[config.mk]
export PLATFORM = sky130hd
export DESIGN_NAME = acc_seq
export DESIGN_NICKNAME = d
export VERILOG_FILES = /design/src/rtl/acc_seq_pkg.sv /design/src/rtl/acc_seq_ctrl.sv /design/src/rtl/acc_seq_bus.sv /design/src/rtl/acc_seq_alu.sv /design/src/rtl/acc_seq.sv
export SDC_FILE = /design/constraint.sdc
export NUM_CORES = 1
export LEC_CHECK = 0
export BUFFER_PORTS_ARGS = -buffer_cell sky130_fd_sc_hd__buf_4
export CORE_ASPECT_RATIO = 1.2
export CORE_MARGIN = 2
export CORE_UTILIZATION = 40
export DETAILED_ROUTE_END_ITERATION = 10
export HOLD_SLACK_MARGIN = 0.05
export RECOVER_POWER = 25
export SETUP_SLACK_MARGIN = 0.05
export SYNTH_ARGS = -nofsm -noshare
export SYNTH_HDL_FRONTEND = slang
export SYNTH_SLANG_ARGS = --single-unit
[constraint.sdc]
create_clock -name clk -period 5.95 [get_ports clk]
set_input_delay 0 -clock clk [delete_from_list [all_inputs] [get_ports clk]]
set_output_delay 0 -clock clk [all_outputs]
set_load 0.1 [all_outputs]
[src/rtl/acc_seq_pkg.sv]
package acc_seq_pkg;
  localparam int OPW = 4;

  typedef enum logic [2:0] {
    BUS_NONE = 3'd0,
    BUS_AR   = 3'd1,
    BUS_PC   = 3'd2,
    BUS_DR   = 3'd3,
    BUS_AC   = 3'd4,
    BUS_IR   = 3'd5,
    BUS_TR   = 3'd6,
    BUS_MEM  = 3'd7
  } bus_src_e;

  typedef enum logic [1:0] {
    ALU_PASS = 2'd0,
    ALU_ADD  = 2'd1,
    ALU_MUL  = 2'd2
  } alu_op_e;

  typedef enum logic [2:0] {
    ST_F0, ST_F1, ST_F2, ST_DEC, ST_X1, ST_X2, ST_HALT
  } step_e;

  localparam logic [OPW-1:0] OPC_LOAD  = 4'h0;
  localparam logic [OPW-1:0] OPC_ADD   = 4'h1;
  localparam logic [OPW-1:0] OPC_MUL   = 4'h2;
  localparam logic [OPW-1:0] OPC_STM   = 4'h3;
  localparam logic [OPW-1:0] OPC_STT   = 4'h4;
  localparam logic [OPW-1:0] OPC_HALT  = 4'hF;

  typedef struct packed {
    bus_src_e sel;
    alu_op_e  alu;
    logic     ld_ar;
    logic     ld_dr;
    logic     ld_ac;
    logic     ld_ir;
    logic     ld_tr;
    logic     ld_e;
    logic     inc_pc;
    logic     mem_rd;
    logic     mem_we;
  } ctl_t;
endpackage

[src/rtl/acc_seq_ctrl.sv]
module acc_seq_ctrl
  import acc_seq_pkg::*;
(
  input  logic           clk,
  input  logic           rst,
  input  logic [OPW-1:0] opcode,
  output ctl_t           ctl,
  output logic           halted
);
  step_e step, nxt;

  always_ff @(posedge clk) begin
    if (rst) step <= ST_F0;
    else     step <= nxt;
  end

  always_comb begin
    ctl = '{sel: BUS_NONE, alu: ALU_PASS, default: 1'b0};
    nxt = step;
    case (step)
      ST_F0: begin
        ctl.sel = BUS_PC; ctl.ld_ar = 1'b1; nxt = ST_F1;
      end
      ST_F1: begin
        ctl.sel = BUS_MEM; ctl.mem_rd = 1'b1; ctl.ld_dr = 1'b1; nxt = ST_F2;
      end
      ST_F2: begin
        ctl.sel = BUS_DR; ctl.ld_ir = 1'b1; ctl.inc_pc = 1'b1; nxt = ST_DEC;
      end
      ST_DEC: begin
        ctl.sel = BUS_IR; ctl.ld_ar = 1'b1;
        case (opcode)
          OPC_LOAD, OPC_ADD, OPC_MUL, OPC_STM, OPC_STT: nxt = ST_X1;
          OPC_HALT: nxt = ST_HALT;
          default:  nxt = ST_F0;
        endcase
      end
      ST_X1: begin
        nxt = ST_X2;
        case (opcode)
          OPC_LOAD, OPC_ADD: begin
            ctl.sel = BUS_MEM; ctl.mem_rd = 1'b1; ctl.ld_dr = 1'b1;
          end
          OPC_MUL: begin
            ctl.sel = BUS_TR; ctl.ld_dr = 1'b1;
          end
          OPC_STM: begin
            ctl.sel = BUS_AC; ctl.ld_dr = 1'b1;
          end
          OPC_STT: begin
            ctl.sel = BUS_AC; ctl.ld_tr = 1'b1; nxt = ST_F0;
          end
          default: nxt = ST_F0;
        endcase
      end
      ST_X2: begin
        nxt = ST_F0;
        case (opcode)
          OPC_LOAD: begin ctl.ld_ac = 1'b1; ctl.alu = ALU_PASS; end
          OPC_ADD:  begin ctl.ld_ac = 1'b1; ctl.alu = ALU_ADD; ctl.ld_e = 1'b1; end
          OPC_MUL:  begin ctl.ld_ac = 1'b1; ctl.alu = ALU_MUL; end
          OPC_STM:  begin ctl.sel = BUS_DR; ctl.mem_we = 1'b1; end
          default:  ;
        endcase
      end
      ST_HALT: nxt = ST_HALT;
      default: nxt = ST_F0;
    endcase
  end

  assign halted = (step == ST_HALT);
endmodule

[src/rtl/acc_seq_bus.sv]
module acc_seq_bus
  import acc_seq_pkg::*;
#(
  parameter int AW = 12,
  parameter int DW = 16
) (
  input  bus_src_e        sel,
  input  logic [AW-1:0]   ar,
  input  logic [AW-1:0]   pc,
  input  logic [DW-1:0]   dr,
  input  logic [DW-1:0]   ac,
  input  logic [DW-1:0]   ir,
  input  logic [DW-1:0]   tr,
  input  logic [DW-1:0]   mem,
  output logic [DW-1:0]   bus
);
  localparam int PADW = DW - AW;

  always_comb begin
    case (sel)
      BUS_AR:  bus = {{PADW{1'b0}}, ar};
      BUS_PC:  bus = {{PADW{1'b0}}, pc};
      BUS_DR:  bus = dr;
      BUS_AC:  bus = ac;
      BUS_IR:  bus = ir;
      BUS_TR:  bus = tr;
      BUS_MEM: bus = mem;
      default: bus = '0;
    endcase
  end
endmodule

[src/rtl/acc_seq_alu.sv]
module acc_seq_alu
  import acc_seq_pkg::*;
#(
  parameter int DW = 16
) (
  input  alu_op_e       op,
  input  logic [DW-1:0] a,
  input  logic [DW-1:0] b,
  output logic [DW-1:0] res,
  output logic          carry
);
  logic [DW:0]   sum;
  logic [DW-1:0] prod;

  assign sum  = {1'b0, a} + {1'b0, b};
  assign prod = a * b;

  always_comb begin
    carry = 1'b0;
    case (op)
      ALU_ADD: begin res = sum[DW-1:0]; carry = sum[DW]; end
      ALU_MUL: res = prod;
      default: res = b;
    endcase
  end
endmodule

[src/rtl/acc_seq.sv]
module acc_seq
  import acc_seq_pkg::*;
#(
  parameter int AW = 12,
  parameter int DW = 16
) (
  input  logic          clk,
  input  logic          rst,
  input  logic [DW-1:0] mem_rdata,
  output logic [AW-1:0] mem_addr,
  output logic          mem_rd,
  output logic          mem_we,
  output logic [DW-1:0] mem_wdata,
  output logic [2:0]    bus_sel,
  output logic [DW-1:0] acc,
  output logic          e_flag,
  output logic [AW-1:0] pc_out,
  output logic          halted
);
  localparam logic [AW-1:0] PC_STEP = AW'(1);

  ctl_t          ctl;
  logic [AW-1:0] ar_q, pc_q;
  logic [DW-1:0] dr_q, ac_q, ir_q, tr_q;
  logic          e_q;
  logic [DW-1:0] bus;
  logic [DW-1:0] alu_res;
  logic          alu_carry;

  acc_seq_ctrl u_ctrl (
    .clk    (clk),
    .rst    (rst),
    .opcode (ir_q[DW-1 -: OPW]),
    .ctl    (ctl),
    .halted (halted)
  );

  acc_seq_bus #(.AW(AW), .DW(DW)) u_bus (
    .sel (ctl.sel),
    .ar  (ar_q),
    .pc  (pc_q),
    .dr  (dr_q),
    .ac  (ac_q),
    .ir  (ir_q),
    .tr  (tr_q),
    .mem (mem_rdata),
    .bus (bus)
  );

  acc_seq_alu #(.DW(DW)) u_alu (
    .op    (ctl.alu),
    .a     (ac_q),
    .b     (dr_q),
    .res   (alu_res),
    .carry (alu_carry)
  );

  always_ff @(posedge clk) begin
    if (rst) begin
      ar_q <= '0;
      pc_q <= '0;
      dr_q <= '0;
      ac_q <= '0;
      ir_q <= '0;
      tr_q <= '0;
      e_q  <= 1'b0;
    end else begin
      if (ctl.ld_ar)  ar_q <= bus[AW-1:0];
      if (ctl.inc_pc) pc_q <= pc_q + PC_STEP;
      if (ctl.ld_dr)  dr_q <= bus;
      if (ctl.ld_ir)  ir_q <= bus;
      if (ctl.ld_tr)  tr_q <= bus;
      if (ctl.ld_ac)  ac_q <= alu_res;
      if (ctl.ld_e)   e_q  <= alu_carry;
    end
  end

  assign mem_addr  = ar_q;
  assign mem_rd    = ctl.mem_rd;
  assign mem_we    = ctl.mem_we;
  assign mem_wdata = bus;
  assign bus_sel   = ctl.sel;
  assign acc       = ac_q;
  assign e_flag    = e_q;
  assign pc_out    = pc_q;
endmodule

==> flow_metrics.tcl <==
set metrics [dict create \
    status "finished, final reports clean" \
    cp_max_fo 10 \
    firstDrtPassIters 5 \
    r2r_end "acc[15]" \
    yosysSeqAreaShare 0.203 \
    setup_viol 0 \
    p_clk_frac 0.314 \
    cts_buffers 9 \
    grt_pass1_vias 7559 \
    final-hold-violation-count 0 \
    wl_um 25600 \
    internal_power_uw 1080 \
    portBuffers 80 \
    postRouteAntennaNets 0 \
    startpoint "dr_q[4]" \
    synth_area_um2 9090 \
    crit_end "acc[15]" \
    avgSynthCellArea_um2 8.43 \
    cp.required_ns 6.21 \
    grt_pass1_wl_um 41500 \
    clock_latency_ns 0.36 \
    cts_tree "done" \
    grt_max_degree 93 \
    drt_iter0_markers 396 \
    grt_overflow 0 \
    finalMaxSlewViolations 0 \
    pwr-share-seq 0.387 \
    worst_ep_arrival_time_ns 5.75 \
    r2r_cells 18 \
    vias_per_cell 5.37 \
    slew_headroom 0.165 \
    layout_common_cells "inv_1, nand2_1, nor2_1" \
    clkTransAtPathRegs_ns 0.07 \
    r2r_start "dr_q[4]" \
    dieArea_um2 24000 \
    final_common_cell "inv_1" \
    worst_hold_path_type "in -> reg" \
    syn_inst 1079 \
    htree_levels 3 \
    drive_gt1_frac 0.104 \
    post_cts_resized 0 \
    cts.sinks 92 \
    r2r_slack_ns 0.46 \
    die_w_um 142 \
    ys_warn_count 0 \
    synth_top_area_cell "dfxtp_1" \
    timing.final.crit_share 0.923 \
    drc_errors 0 \
    dp_hpwl_um 19800 \
    tns_ns 0 \
    powerDensity_nw_per_um2 182 \
    ir_drop_mv 0.181 \
    worst_pin_slew_ns 1.26 \
    synth_nets 1247 \
    track_usage 0.220 \
    crit_path_end_kind "register" \
    rsz0062_at_grt "no" \
    p_sw_frac 0.415 \
    post-cts-setup-buffer-count 0 \
    final_core_util 0.452 \
    initial_utilization 0.406 \
    num-nets-final 1293 \
    cp-start-kind "register" \
    cts.path.max_buffers 2 \
    synth_area_leaders "dfxtp_1, fa_1, ha_1, inv_1, a211oi_1" \
    num_io_pins 81 \
    place.gp.congestion 0.906 \
    ys_seq_elements 92 \
    antenna_found_initial 0 \
    syn_to_final_growth_pct 11.1 \
    fin_skew_ns 0.00794 \
    min_period_ns 5.49 \
    vias 7573 \
    synth_top_area_frac 0.203 \
    synth_ff_type "dfxtp_1" \
    fmax_mhz 182 \
    power.switching_uw 764 \
    cts-root-buf "clkbuf_16" \
    holdBufCountCts 0 \
    combPwrFrac 0.299 \
    die_y_um 169 \
    ys_types 68 \
    maxCapViolCount 0 \
    antennaDiodeCount 0 \
    rows 60 \
    core_um2 22400 \
    synthArstFlopShare 0 \
    synth_edf_count 0 \
    detail_route.wl_per_cell_um 18.1 \
    p_leak_uw 0.00450 \
    critPathKind "reg -> reg" \
]
-- layer usage --
metal / GRT usage / share of wire / up-vias
li1: - / - / 3699
met1: 0.294 / 0.46 / 3637
met2: 0.368 / 0.48 / 199
met3: 0.0282 / 0.039 / 38
met4: 0.0743 / 0.027 / 0
met5: 0 / 0 / -
-- Yosys cell counts (all sizes together) (9+ instances only) --
cell / count
inv: 137
nand2: 103
nor2: 97
dfxtp: 92
fa: 80
ha: 70
and2: 69
a211oi: 62
clkbuf: 52
a21oi: 40
xnor2: 37
o21ai: 24
xor2: 21
mux2i: 20
a22oi: 18
buf: 18
o211ai: 14
nand3: 12
o21a: 11
nor3: 10
a221o: 9
-- sequential cells by signal, indices dropped and copies added, names as in the netlist --
signal,flops
tr_q,16
pc_out,12
ir_q,16
acc,16
e_flag,1
u_ctrl.step,3
dr_q,16
mem_addr,12
-- how the worst min path moves through the flow --
stage                        startpoint       end  slack, ns  cells after the start
after floorplan                     rst   acc[14]       0.26                      2
after global placement    mem_rdata[11]  tr_q[11]       0.42                      3
after detailed placement  mem_rdata[11]  ir_q[11]       0.43                      3
after CTS                 mem_rdata[11]  ir_q[11]       0.06                      3
after global routing      mem_rdata[11]  ir_q[11]       0.08                      3
final                     mem_rdata[11]  ir_q[11]       0.07                      3
-- kinds of logic after synthesis --
group,synth area share
and+or+nand+nor,0.167
xor gates and xnor gates,0.0583
adders and majority gates,0.272
muxes,0.0294
buffers and inverters,0.0898
DFF,0.203
AOI/OAI and AO/OA,0.180
-- worst max-delay path, stage by stage, from the launching register on --
cell and delay, ns:
dfxtp_1 0.56, buf_4 0.23, nand2_1 0.08, fa_1 0.50
fa_1 0.49, inv_1 0.05, fa_1 0.51, fa_1 0.55
inv_1 0.05, fa_1 0.45, fa_1 0.40, xor2_1 0.16
xnor2_1 0.19, xnor2_1 0.11, xnor2_1 0.21, xnor3_1 0.39
nand3_1 0.10, nand3_1 0.08, a311oi_1 0.30
-- power groups by stage --
stage / sequential, µW / combinational (µW) / clock (µW)
finish: 714 / 552 / 578
detailed placement: 727 / 563 / 0
global route: 720 / 587 / 614
CTS: 713 / 565 / 592
global placement: 727 / 561 / 0
floorplan: 796 / 354 / 0
-- stage by stage --
step	std cells	hold WS (ns)	worst slack (ns)	cell area, µm²	total power, µW
floorplan	1079	0.264	0.0614	9100	1150
global placement	1393	0.419	0.354	9950	1290
detailed placement	1393	0.425	0.176	9950	1290
CTS	1409	0.0593	0.178	10200	1870
global route	1409	0.0801	0.119	10100	1920
finish	1409	0.0682	0.459	10100	1840
-- final cells by class --
type	instances	area (µm²)
Inverter	137	514
Clock buffer	9	225
Clock inverter	7	70.1
Sequential cell	92	1850
Fill cell	2287	12300
Multi-Input combinational cell	780	6440
Timing Repair Buffer	105	653
Tap cell	279	349
Power figures use the tool's default switching activity.
